--- src/rtl/radix_est_pkg.sv ---
`timescale 1ns/1ps
package radix_est_pkg;
  localparam int unsigned CH_COUNT = 2;
  localparam int unsigned CH_POS   = 0;
  localparam int unsigned CH_NEG   = 1;
endpackage

--- src/rtl/rest_lfsr.sv ---
`timescale 1ns/1ps
// Fibonacci shift register producing one dither bit per accepted sample.
module rest_lfsr #(
  parameter int unsigned     W    = 23,
  parameter int unsigned     TAP  = 17,
  parameter logic [W-1:0]    SEED = W'(1)
) (
  input  logic clk,
  input  logic rst,
  input  logic adv,
  output logic seq_bit
);
  logic [W-1:0] st_q;

  always_ff @(posedge clk) begin
    if (rst)      st_q <= SEED;
    else if (adv) st_q <= {st_q[W-2:0], st_q[W-1] ^ st_q[TAP]};
  end

  assign seq_bit = st_q[W-1];
endmodule

--- src/rtl/rest_corr_chan.sv ---
`timescale 1ns/1ps
// Sign-correlation accumulator and clamped radix estimate for one channel.
module rest_corr_chan #(
  parameter int unsigned          CODE_W   = 16,
  parameter int unsigned          ACC_W    = 48,
  parameter int unsigned          RADIX_W  = 23,
  parameter int unsigned          SHIFT    = 4,
  parameter logic [RADIX_W-1:0]   INIT_VAL = '0
) (
  input  logic                     clk,
  input  logic                     rst,
  input  logic                     upd,
  input  logic                     pn,
  input  logic signed [CODE_W:0]   resid,
  output logic [RADIX_W-1:0]       radix
);
  localparam int unsigned PROD_W = CODE_W + 2;
  localparam int unsigned SUM_W  = ACC_W + 1;
  localparam logic signed [SUM_W-1:0] LIM_HI = $signed({{(SUM_W-RADIX_W){1'b0}}, {RADIX_W{1'b1}}});
  localparam logic signed [SUM_W-1:0] BASE   = $signed({{(SUM_W-RADIX_W){1'b0}}, INIT_VAL});

  logic signed [PROD_W-1:0] resid_x;
  logic signed [PROD_W-1:0] prod;
  logic signed [ACC_W-1:0]  acc_q;
  logic signed [ACC_W-1:0]  acc_d;
  logic signed [ACC_W-1:0]  acc_sh;
  logic signed [SUM_W-1:0]  total;
  logic [RADIX_W-1:0]       radix_d;

  always_comb begin
    resid_x = PROD_W'(resid);
    prod    = pn ? resid_x : -resid_x;
    acc_d   = acc_q + ACC_W'(prod);
    acc_sh  = acc_d >>> SHIFT;
    total   = SUM_W'(acc_sh) + BASE;
    if (total[SUM_W-1])     radix_d = '0;
    else if (total > LIM_HI) radix_d = '1;
    else                    radix_d = total[RADIX_W-1:0];
  end

  always_ff @(posedge clk) begin
    if (rst) begin
      acc_q <= '0;
      radix <= INIT_VAL;
    end else if (upd) begin
      acc_q <= acc_d;
      radix <= radix_d;
    end
  end
endmodule

--- src/rtl/rest_run_ctr.sv ---
`timescale 1ns/1ps
// Counts absorbed samples; raises a sticky flag at the end of a full run.
module rest_run_ctr #(
  parameter int unsigned LOG2 = 20
) (
  input  logic clk,
  input  logic rst,
  input  logic tick,
  output logic done
);
  logic [LOG2-1:0] cnt_q;

  always_ff @(posedge clk) begin
    if (rst) begin
      cnt_q <= '0;
      done  <= 1'b0;
    end else if (tick) begin
      cnt_q <= cnt_q + LOG2'(1);
      if (&cnt_q) done <= 1'b1;
    end
  end
endmodule

--- src/rtl/radix_corr_cal.sv ---
`timescale 1ns/1ps
module radix_corr_cal #(
  parameter int unsigned              CODE_W     = 16,
  parameter int unsigned              ACC_W      = 48,
  parameter int unsigned              LFSR_W     = 23,
  parameter int unsigned              TAP_P      = 17,
  parameter int unsigned              TAP_N      = 4,
  parameter logic [LFSR_W-1:0]        SEED_P     = 23'h4A3B1C,
  parameter logic [LFSR_W-1:0]        SEED_N     = 23'h15C2E7,
  parameter int unsigned              RADIX_INT  = 3,
  parameter int unsigned              RADIX_FRAC = 20,
  parameter int unsigned              STEP_EXP   = 24,
  parameter int unsigned              RUN_LOG2   = 20,
  parameter int unsigned              INIT_RADIX = 2 << RADIX_FRAC
) (
  input  logic                              clk,
  input  logic                              rst,
  input  logic                              sample_valid,
  input  logic                              freeze,
  input  logic signed [CODE_W-1:0]          code_pos,
  input  logic signed [CODE_W-1:0]          code_neg,
  output logic                              pn_pos,
  output logic                              pn_neg,
  output logic [RADIX_INT+RADIX_FRAC-1:0]   radix_pos,
  output logic [RADIX_INT+RADIX_FRAC-1:0]   radix_neg,
  output logic                              est_valid,
  output logic                              cal_done
);
  import radix_est_pkg::*;

  localparam int unsigned RADIX_W = RADIX_INT + RADIX_FRAC;
  localparam int unsigned SHIFT   = STEP_EXP - RADIX_FRAC;

  logic                     upd;
  logic signed [CODE_W:0]   resid;
  logic [CH_COUNT-1:0]      seq_bits;
  logic [RADIX_W-1:0]       radix_arr [CH_COUNT];

  assign upd   = sample_valid & ~freeze;
  assign resid = (CODE_W+1)'(code_pos) + (CODE_W+1)'(code_neg);

  for (genvar g = 0; g < CH_COUNT; g++) begin : g_ch
    localparam int unsigned       TAP_G  = (g == CH_POS) ? TAP_P : TAP_N;
    localparam logic [LFSR_W-1:0] SEED_G = (g == CH_POS) ? SEED_P : SEED_N;

    rest_lfsr #(
      .W(LFSR_W), .TAP(TAP_G), .SEED(SEED_G)
    ) u_seq (
      .clk(clk), .rst(rst), .adv(sample_valid), .seq_bit(seq_bits[g])
    );

    rest_corr_chan #(
      .CODE_W(CODE_W), .ACC_W(ACC_W), .RADIX_W(RADIX_W),
      .SHIFT(SHIFT), .INIT_VAL(RADIX_W'(INIT_RADIX))
    ) u_corr (
      .clk(clk), .rst(rst), .upd(upd), .pn(seq_bits[g]),
      .resid(resid), .radix(radix_arr[g])
    );
  end

  rest_run_ctr #(.LOG2(RUN_LOG2)) u_run (
    .clk(clk), .rst(rst), .tick(upd), .done(cal_done)
  );

  always_ff @(posedge clk) begin
    if (rst) est_valid <= 1'b0;
    else     est_valid <= upd;
  end

  assign pn_pos    = seq_bits[CH_POS];
  assign pn_neg    = seq_bits[CH_NEG];
  assign radix_pos = radix_arr[CH_POS];
  assign radix_neg = radix_arr[CH_NEG];
endmodule

--- config.mk ---
export PLATFORM = sky130hd
export DESIGN_NAME = radix_corr_cal
export DESIGN_NICKNAME = d
export VERILOG_FILES = /design/src/rtl/radix_est_pkg.sv /design/src/rtl/rest_lfsr.sv /design/src/rtl/rest_corr_chan.sv /design/src/rtl/rest_run_ctr.sv /design/src/rtl/radix_corr_cal.sv
export SDC_FILE = /design/constraint.sdc
export NUM_CORES = 1
export LEC_CHECK = 0
export CORE_MARGIN = 3
export CORE_UTILIZATION = 30
export CTS_CLUSTER_DIAMETER = 120
export DETAILED_ROUTE_END_ITERATION = 8
export GPL_TIMING_DRIVEN = 0
export PLACE_DENSITY = 0.48
export SYNTH_ARGS = -nofsm -noshare
export SYNTH_HDL_FRONTEND = slang
export SYNTH_HIERARCHICAL = 1
export SYNTH_SLANG_ARGS = --single-unit
--- constraint.sdc ---
create_clock -name clk -period 19.2 [get_ports clk]
set_clock_uncertainty 0.1 [all_clocks]
set_input_delay 1.92 -clock clk [delete_from_list [all_inputs] [get_ports clk]]
set_output_delay 1.92 -clock clk [all_outputs]
set_load 0.02 [all_outputs]
# After elaboration in Yosys (flattened, before gate mapping)
# Cells that the tools add are included.
dict set report classes {
  addsub 7
  magnitude_cmp 2
  mux 6
  bitwise_logic 4
  reduce_logical 1
}
# op n
set ops {}
lappend ops {{greater-than comparator 49 x 24 -> 1 bit, second input constant} 2}
lappend ops {{adder 48 x 18 -> 48 bit} 2}
lappend ops {{2-to-1 mux 23 bit} 4}
lappend ops {{adder 44 x 23 -> 45 bit, second input constant} 2}
lappend ops {{2-to-1 mux 18 bit} 2}
lappend ops {{AND reduction 21 bit} 1}
lappend ops {{adder 20 x 1 -> 20 bit, second input constant} 1}
lappend ops {{negation 17 -> 18 bit} 1}
lappend ops {{adder 16 x 16 -> 17 bit} 1}
lappend ops {{bitwise XOR 1 bit} 2}
lappend ops {{AND 1 bit} 1}
lappend ops {{inverter 1 bit} 1}
dict set report word_totals {
  ff_bits 210
}

# Longest topological paths before layout
dict set report logic_depth {
  word_depth 8
  depth_mapped 30
  mapped_depth_nobuf 28
}

# Cells and area by module
# The synthesis kept the hierarchy.
# module instances cells_each area_each_um2 seq_area_each_um2
set modules_own_cells {}
lappend modules_own_cells {{rest_corr_chan (g_ch[1].u_corr)} 1 932 7194.4 1421.4}
lappend modules_own_cells {{rest_corr_chan (g_ch[0].u_corr)} 1 899 6955.4 1421.4}
lappend modules_own_cells {rest_run_ctr 1 104 937.1 420.4}
lappend modules_own_cells {{rest_lfsr (g_ch[0].u_seq)} 1 75 852.1 460.4}
lappend modules_own_cells {{rest_lfsr (g_ch[1].u_seq)} 1 76 842.1 460.4}
lappend modules_own_cells {radix_corr_cal 1 103 808.3 20.0}

# Worst setup path before layout
# No wires, ideal clock.
dict set report synth_path {
  kind {input-to-reg}
  start {input code_pos[0]}
  end {register g_ch[1].u_corr.radix[1]}
  arrival_time_ns 8.522
  setup_slack_ns 10.439
  path_stages 28
  cell_sequence {ha_1 fa_1 a21o_2 a221oi_2 nand2b_1 a21oi_1 xnor2_1 or3_1 nor3b_1 a211oi_1 a21o_1 ha_1 buf_2 nand2_1 a21oi_1 o22ai_1 or4_1 and4_1 inv_1 ha_1 nand4_1 nor3_1 or4b_1 mux2i_1 nand4_2 buf_6 nor4b_2 a22oi_1}
}
dict set report synth_between {
  elab_chain_cells 8
}
# element line
set synth_lines {}
lappend synth_lines {{from (decl)} radix_corr_cal.sv:20} ;# input logic signed [CODE_W-1:0] code_pos,
lappend synth_lines {{adder 16 x 16 -> 17 bit (*)} radix_corr_cal.sv:40} ;# assign resid = (CODE_W+1)'(code_pos) + (CODE_W+1)'(code_neg);
lappend synth_lines {{named net resid[8]} radix_corr_cal.sv:35} ;# logic signed [CODE_W:0] resid;
lappend synth_lines {{negation 17 -> 18 bit} rest_corr_chan.sv:32} ;# prod = pn ? resid_x : -resid_x;
lappend synth_lines {{2-to-1 mux 18 bit (*)} rest_corr_chan.sv:32}
lappend synth_lines {{adder 48 x 18 -> 48 bit (*)} rest_corr_chan.sv:33} ;# acc_d = acc_q + ACC_W'(prod);
lappend synth_lines {{named net g_ch[1].u_corr.acc_d[26]} rest_corr_chan.sv:25} ;# logic signed [ACC_W-1:0] acc_d;
lappend synth_lines {{adder 44 x 23 -> 45 bit (*)} rest_corr_chan.sv:35} ;# total = SUM_W'(acc_sh) + BASE;
lappend synth_lines {{greater-than comparator 49 x 24 -> 1 bit} rest_corr_chan.sv:37} ;# else if (total > LIM_HI) radix_d = '1;
lappend synth_lines {{2-to-1 mux 23 bit} rest_corr_chan.sv:37}
lappend synth_lines {{2-to-1 mux 23 bit (*)} rest_corr_chan.sv:36} ;# if (total[SUM_W-1]) radix_d = '0;
lappend synth_lines {{to (signal assigned)} rest_corr_chan.sv:47} ;# radix <= radix_d;
lappend synth_lines {{to (decl)} rest_corr_chan.sv:15} ;# output logic [RADIX_W-1:0] radix
# The timed path passes the listed nets; every way through them passes the cells marked *.
# A chain may end at the register's enable or synchronous reset.

# Final worst setup path
dict set report layout_path {
  start {input code_neg[0]}
  end {register g_ch[0].u_corr.radix[9]}
}
dict set report layout_between {
  elab_chain_cells 8
}
# element line
set layout_lines {}
lappend layout_lines {{from (decl)} radix_corr_cal.sv:21} ;# input logic signed [CODE_W-1:0] code_neg,
lappend layout_lines {{adder 16 x 16 -> 17 bit (*)} radix_corr_cal.sv:40}
lappend layout_lines {{named net resid[8]} radix_corr_cal.sv:35}
lappend layout_lines {{negation 17 -> 18 bit} rest_corr_chan.sv:32}
lappend layout_lines {{2-to-1 mux 18 bit (*)} rest_corr_chan.sv:32}
lappend layout_lines {{adder 48 x 18 -> 48 bit (*)} rest_corr_chan.sv:33}
lappend layout_lines {{adder 44 x 23 -> 45 bit (*)} rest_corr_chan.sv:35}
lappend layout_lines {{greater-than comparator 49 x 24 -> 1 bit} rest_corr_chan.sv:37}
lappend layout_lines {{2-to-1 mux 23 bit} rest_corr_chan.sv:37}
lappend layout_lines {{2-to-1 mux 23 bit (*)} rest_corr_chan.sv:36}
lappend layout_lines {{to (signal assigned)} rest_corr_chan.sv:47}
lappend layout_lines {{to (decl)} rest_corr_chan.sv:15}
# Marks and branches as above.

==> results.tsv <==
metric	value	unit
status	complete, no violations	
Ports	86	
fmax	0.0956	GHz
LEAKAGE	8.07	nW
Layout Nets	2475	
setup violators final	0	
vias in the first global route	16112	
DRC viols	0	
peak supply drop	0.0000618	V
worst-skew pair later-pin latency	0.56	ns
r2r endpoint	g_ch[1].u_corr/radix[0]	
Die W	248	um
Die Area	61600	um^2
most frequent cells in the layout	nor2_1 (261), dfxtp_1 (210), nand2_1 (193)	
Synth cell types	112	
crit path from	code_neg[0]	
met1 GRT Util	27.3	%
Port Buffers	85	
RSZ-0062 raised after global routing	no	
Slew Viols, Final	0	
Post-CTS Setup Bufs	0	
PwrDens	112	nW/um^2
Post-synth ARST share	0	%
post-synthesis sequential area ratio	23.9	%
Worst setup endpoint	g_ch[0].u_corr/radix[9]	
first-pass GRT wire length	91900	um
root buf cell	clkbuf_16	
Worst slew margin	21.5	%
total grt overflow	0	
initial antenna violation count	0	
Clock Sinks	210	
Max Cap Viol	0	
Largest stage delay, worst path	0.96	ns
overall power	2.28	mW
GRT busiest layer	met2	
Setup TNS	0	ns
Mapped Nets	2359	
M3 GR Usage	1.81	%
DP Area	19400	um^2
CP arrival	10.77	ns
ANT cells	0	
CTS max path bufs	3	
met2 usage	29.5	%
Detail Placement HPWL	46700	um
clock buffer count from CTS	27	
Critical-path top delay cell	o31ai_1	
total number of vias	17014	
RR Startpoint	g_ch[1].u_seq/st_q[22]	
post_cts resized	0	
Post-Syn Instances	2189	
Tmin final	10.46	ns
Hold WC Path Type	reg -> reg	
hold bufs inserted after CTS	0	
synthesized area	17600	um^2
Worst R2R Path Depth	23	
Final Cell Area	20300	um^2
Initial Util	30.4	%
core area	57800	um^2
Worst-Margin Slew	1.17	ns
startpoint types	primary input	
Reg2Reg Setup Slack	12.06	ns
DR vias/cell	5.51	
die extent in y	248	um
crit path capture type	flop	
layout cell share with drive strength beyond 1	6.97	%
H-tree depth	1	
Primary FF master, synth	dfxtp_1	
Total Wirelength	58700	um
Post-synth EDFFs	0	
WP data required	19.52	ns
clock-pin slew on the worst setup and hold paths	0.06	ns
Routed WL per cell	19.0	um
Tcrit/Tclk final	54.5	%
synthesis-stage register bit count	210	
Area Overhead vs Synth	15.4	%
# rows	88	
synthesized area per cell	8.04	um^2
DR iter-0 viols	1146	
largest net degree at the start of global routing	38	
CP Class	in -> reg	
crit-path max FO	37	
CTS tree	built	
first-pass detailed-route iteration total	5	
Total Routing Usage GR	18.6	%
Fill cells	6159	
commonest non-fill, non-tap cell in the layout	nor2_1	
Hold Fails Final Rpt	0	
Final ANT Viol Nets	0	
Routability Congestion	0.915	
final core utilization	35.1	%
Yosys warning count	6	
==> power by group <==
part / switching [mW] / internal (mW) / total, mW / leakage (nW)
Clock: 0.204 / 0.308 / 0.512 / 0.431
Sequential: 0.0375 / 0.487 / 0.524 / 1.72
Combinational: 0.810 / 0.430 / 1.24 / 5.92
Total: 1.05 / 1.23 / 2.28 / 8.07
==> state kept, by name, indices dropped and copies added, names as in the netlist <==
register           cells
u_run/cnt_q           20
g_ch.u_seq/st_q       46
u_run/done             1
est_valid              1
g_ch.u_corr/acc_q     96
g_ch.u_corr/radix     46
==> worst min path at each step <==
stage / cells past startpoint / to / startpoint
after floorplan: 1 / g_ch[0].u_seq/st_q[13] / g_ch[0].u_seq/st_q[12]
after global placement: 1 / g_ch[0].u_seq/st_q[9] / g_ch[0].u_seq/st_q[8]
after detailed placement: 1 / g_ch[0].u_seq/st_q[9] / g_ch[0].u_seq/st_q[8]
after CTS: 2 / g_ch[0].u_corr/radix[5] / g_ch[0].u_corr/radix[5]
after global routing: 2 / g_ch[0].u_corr/radix[4] / g_ch[0].u_corr/radix[4]
final: 1 / g_ch[0].u_seq/st_q[17] / g_ch[0].u_seq/st_q[16]
==> metrics by stage <==
step                instances  hold slack, ns  setup WS (ns)
floorplan                2189           0.331          10.44
global placement         3039           0.339           7.60
detailed placement       3041           0.352           8.26
CTS                      3090           0.366           8.82
global route             3090           0.382           8.10
finish                   3090           0.364           8.74
==> cells by family after synthesis <==
group / share of synthesized area (%)
flops: 23.9
fa+ha+maj: 9.66
xor+xnor: 6.74
simple gates: 24.9
mux: 7.72
compound gates: 23.1
buf+inv: 4.00
==> synthesized netlist by cell type, drive strengths merged, types with 7 or more instances <==
| master | n | share of area [%] |
|---|---|---|
| a211o | 15 | 0.75 |
| a211oi | 30 | 1.4 |
| a21boi | 8 | 0.34 |
| a21o | 42 | 1.8 |
| a21oi | 182 | 5.3 |
| a221oi | 8 | 0.53 |
| a22oi | 27 | 1.2 |
| a311oi | 7 | 0.48 |
| a31oi | 18 | 0.64 |
| a32oi | 23 | 1.1 |
| and2 | 22 | 0.81 |
| and2b | 7 | 0.30 |
| and3 | 21 | 0.78 |
| and4 | 18 | 0.92 |
| buf | 48 | 1.9 |
| clkbuf | 59 | 1.3 |
| dfxtp | 210 | 24 |
| ha | 131 | 9.3 |
| inv | 39 | 0.83 |
| mux2 | 10 | 0.66 |
| mux2i | 124 | 7.1 |
| nand2 | 193 | 4.1 |
| nand2b | 20 | 0.71 |
| nand3 | 45 | 1.3 |
| nand3b | 7 | 0.30 |
| nand4 | 60 | 2.2 |
| nor2 | 261 | 5.6 |
| nor2b | 15 | 0.53 |
| nor3 | 66 | 2.0 |
| nor4 | 20 | 0.83 |
| nor4b | 25 | 2.0 |
| o2111ai | 7 | 0.35 |
| o211ai | 19 | 0.84 |
| o21a | 23 | 0.99 |
| o21ai | 93 | 2.6 |
| o21bai | 16 | 0.75 |
| o22ai | 8 | 0.32 |
| o31ai | 10 | 0.43 |
| or2 | 10 | 0.36 |
| or3 | 18 | 0.64 |
| or4 | 12 | 0.53 |
| xnor2 | 62 | 3.1 |
| xor2 | 70 | 3.5 |
==> worst max-delay path: cells and delay by family <==
kind,cells,cell delay [ns]
AOI/OAI and AO/OA,9,3.58
adders and majority gates,3,1.08
buffers and inverters,3,1.20
and+or+nand+nor,9,2.65
xor gates and xnor gates,1,0.28
==> routing by layer <==
layer	vias to the layer above	part of all wire [%]
li1	8406	-
met1	8158	49
met2	383	44
met3	67	4.3
met4	0	2.3
met5	-	0
==> layout make-up <==
type                            instances  area [um^2]  share of cell area, %
Tap cell                              765          957                   4.71
Clock inverter                          7         91.3                  0.450
Sequential cell                       210         4200                   20.7
Multi-Input combinational cell       1832        12700                   62.5
Inverter                               40          150                  0.739
Timing Repair Buffer                   87          871                   4.29
Clock buffer                           42          792                   3.90
Buffer                                107          554                   2.73
Note: power is estimated with default switching activity, not from simulation.
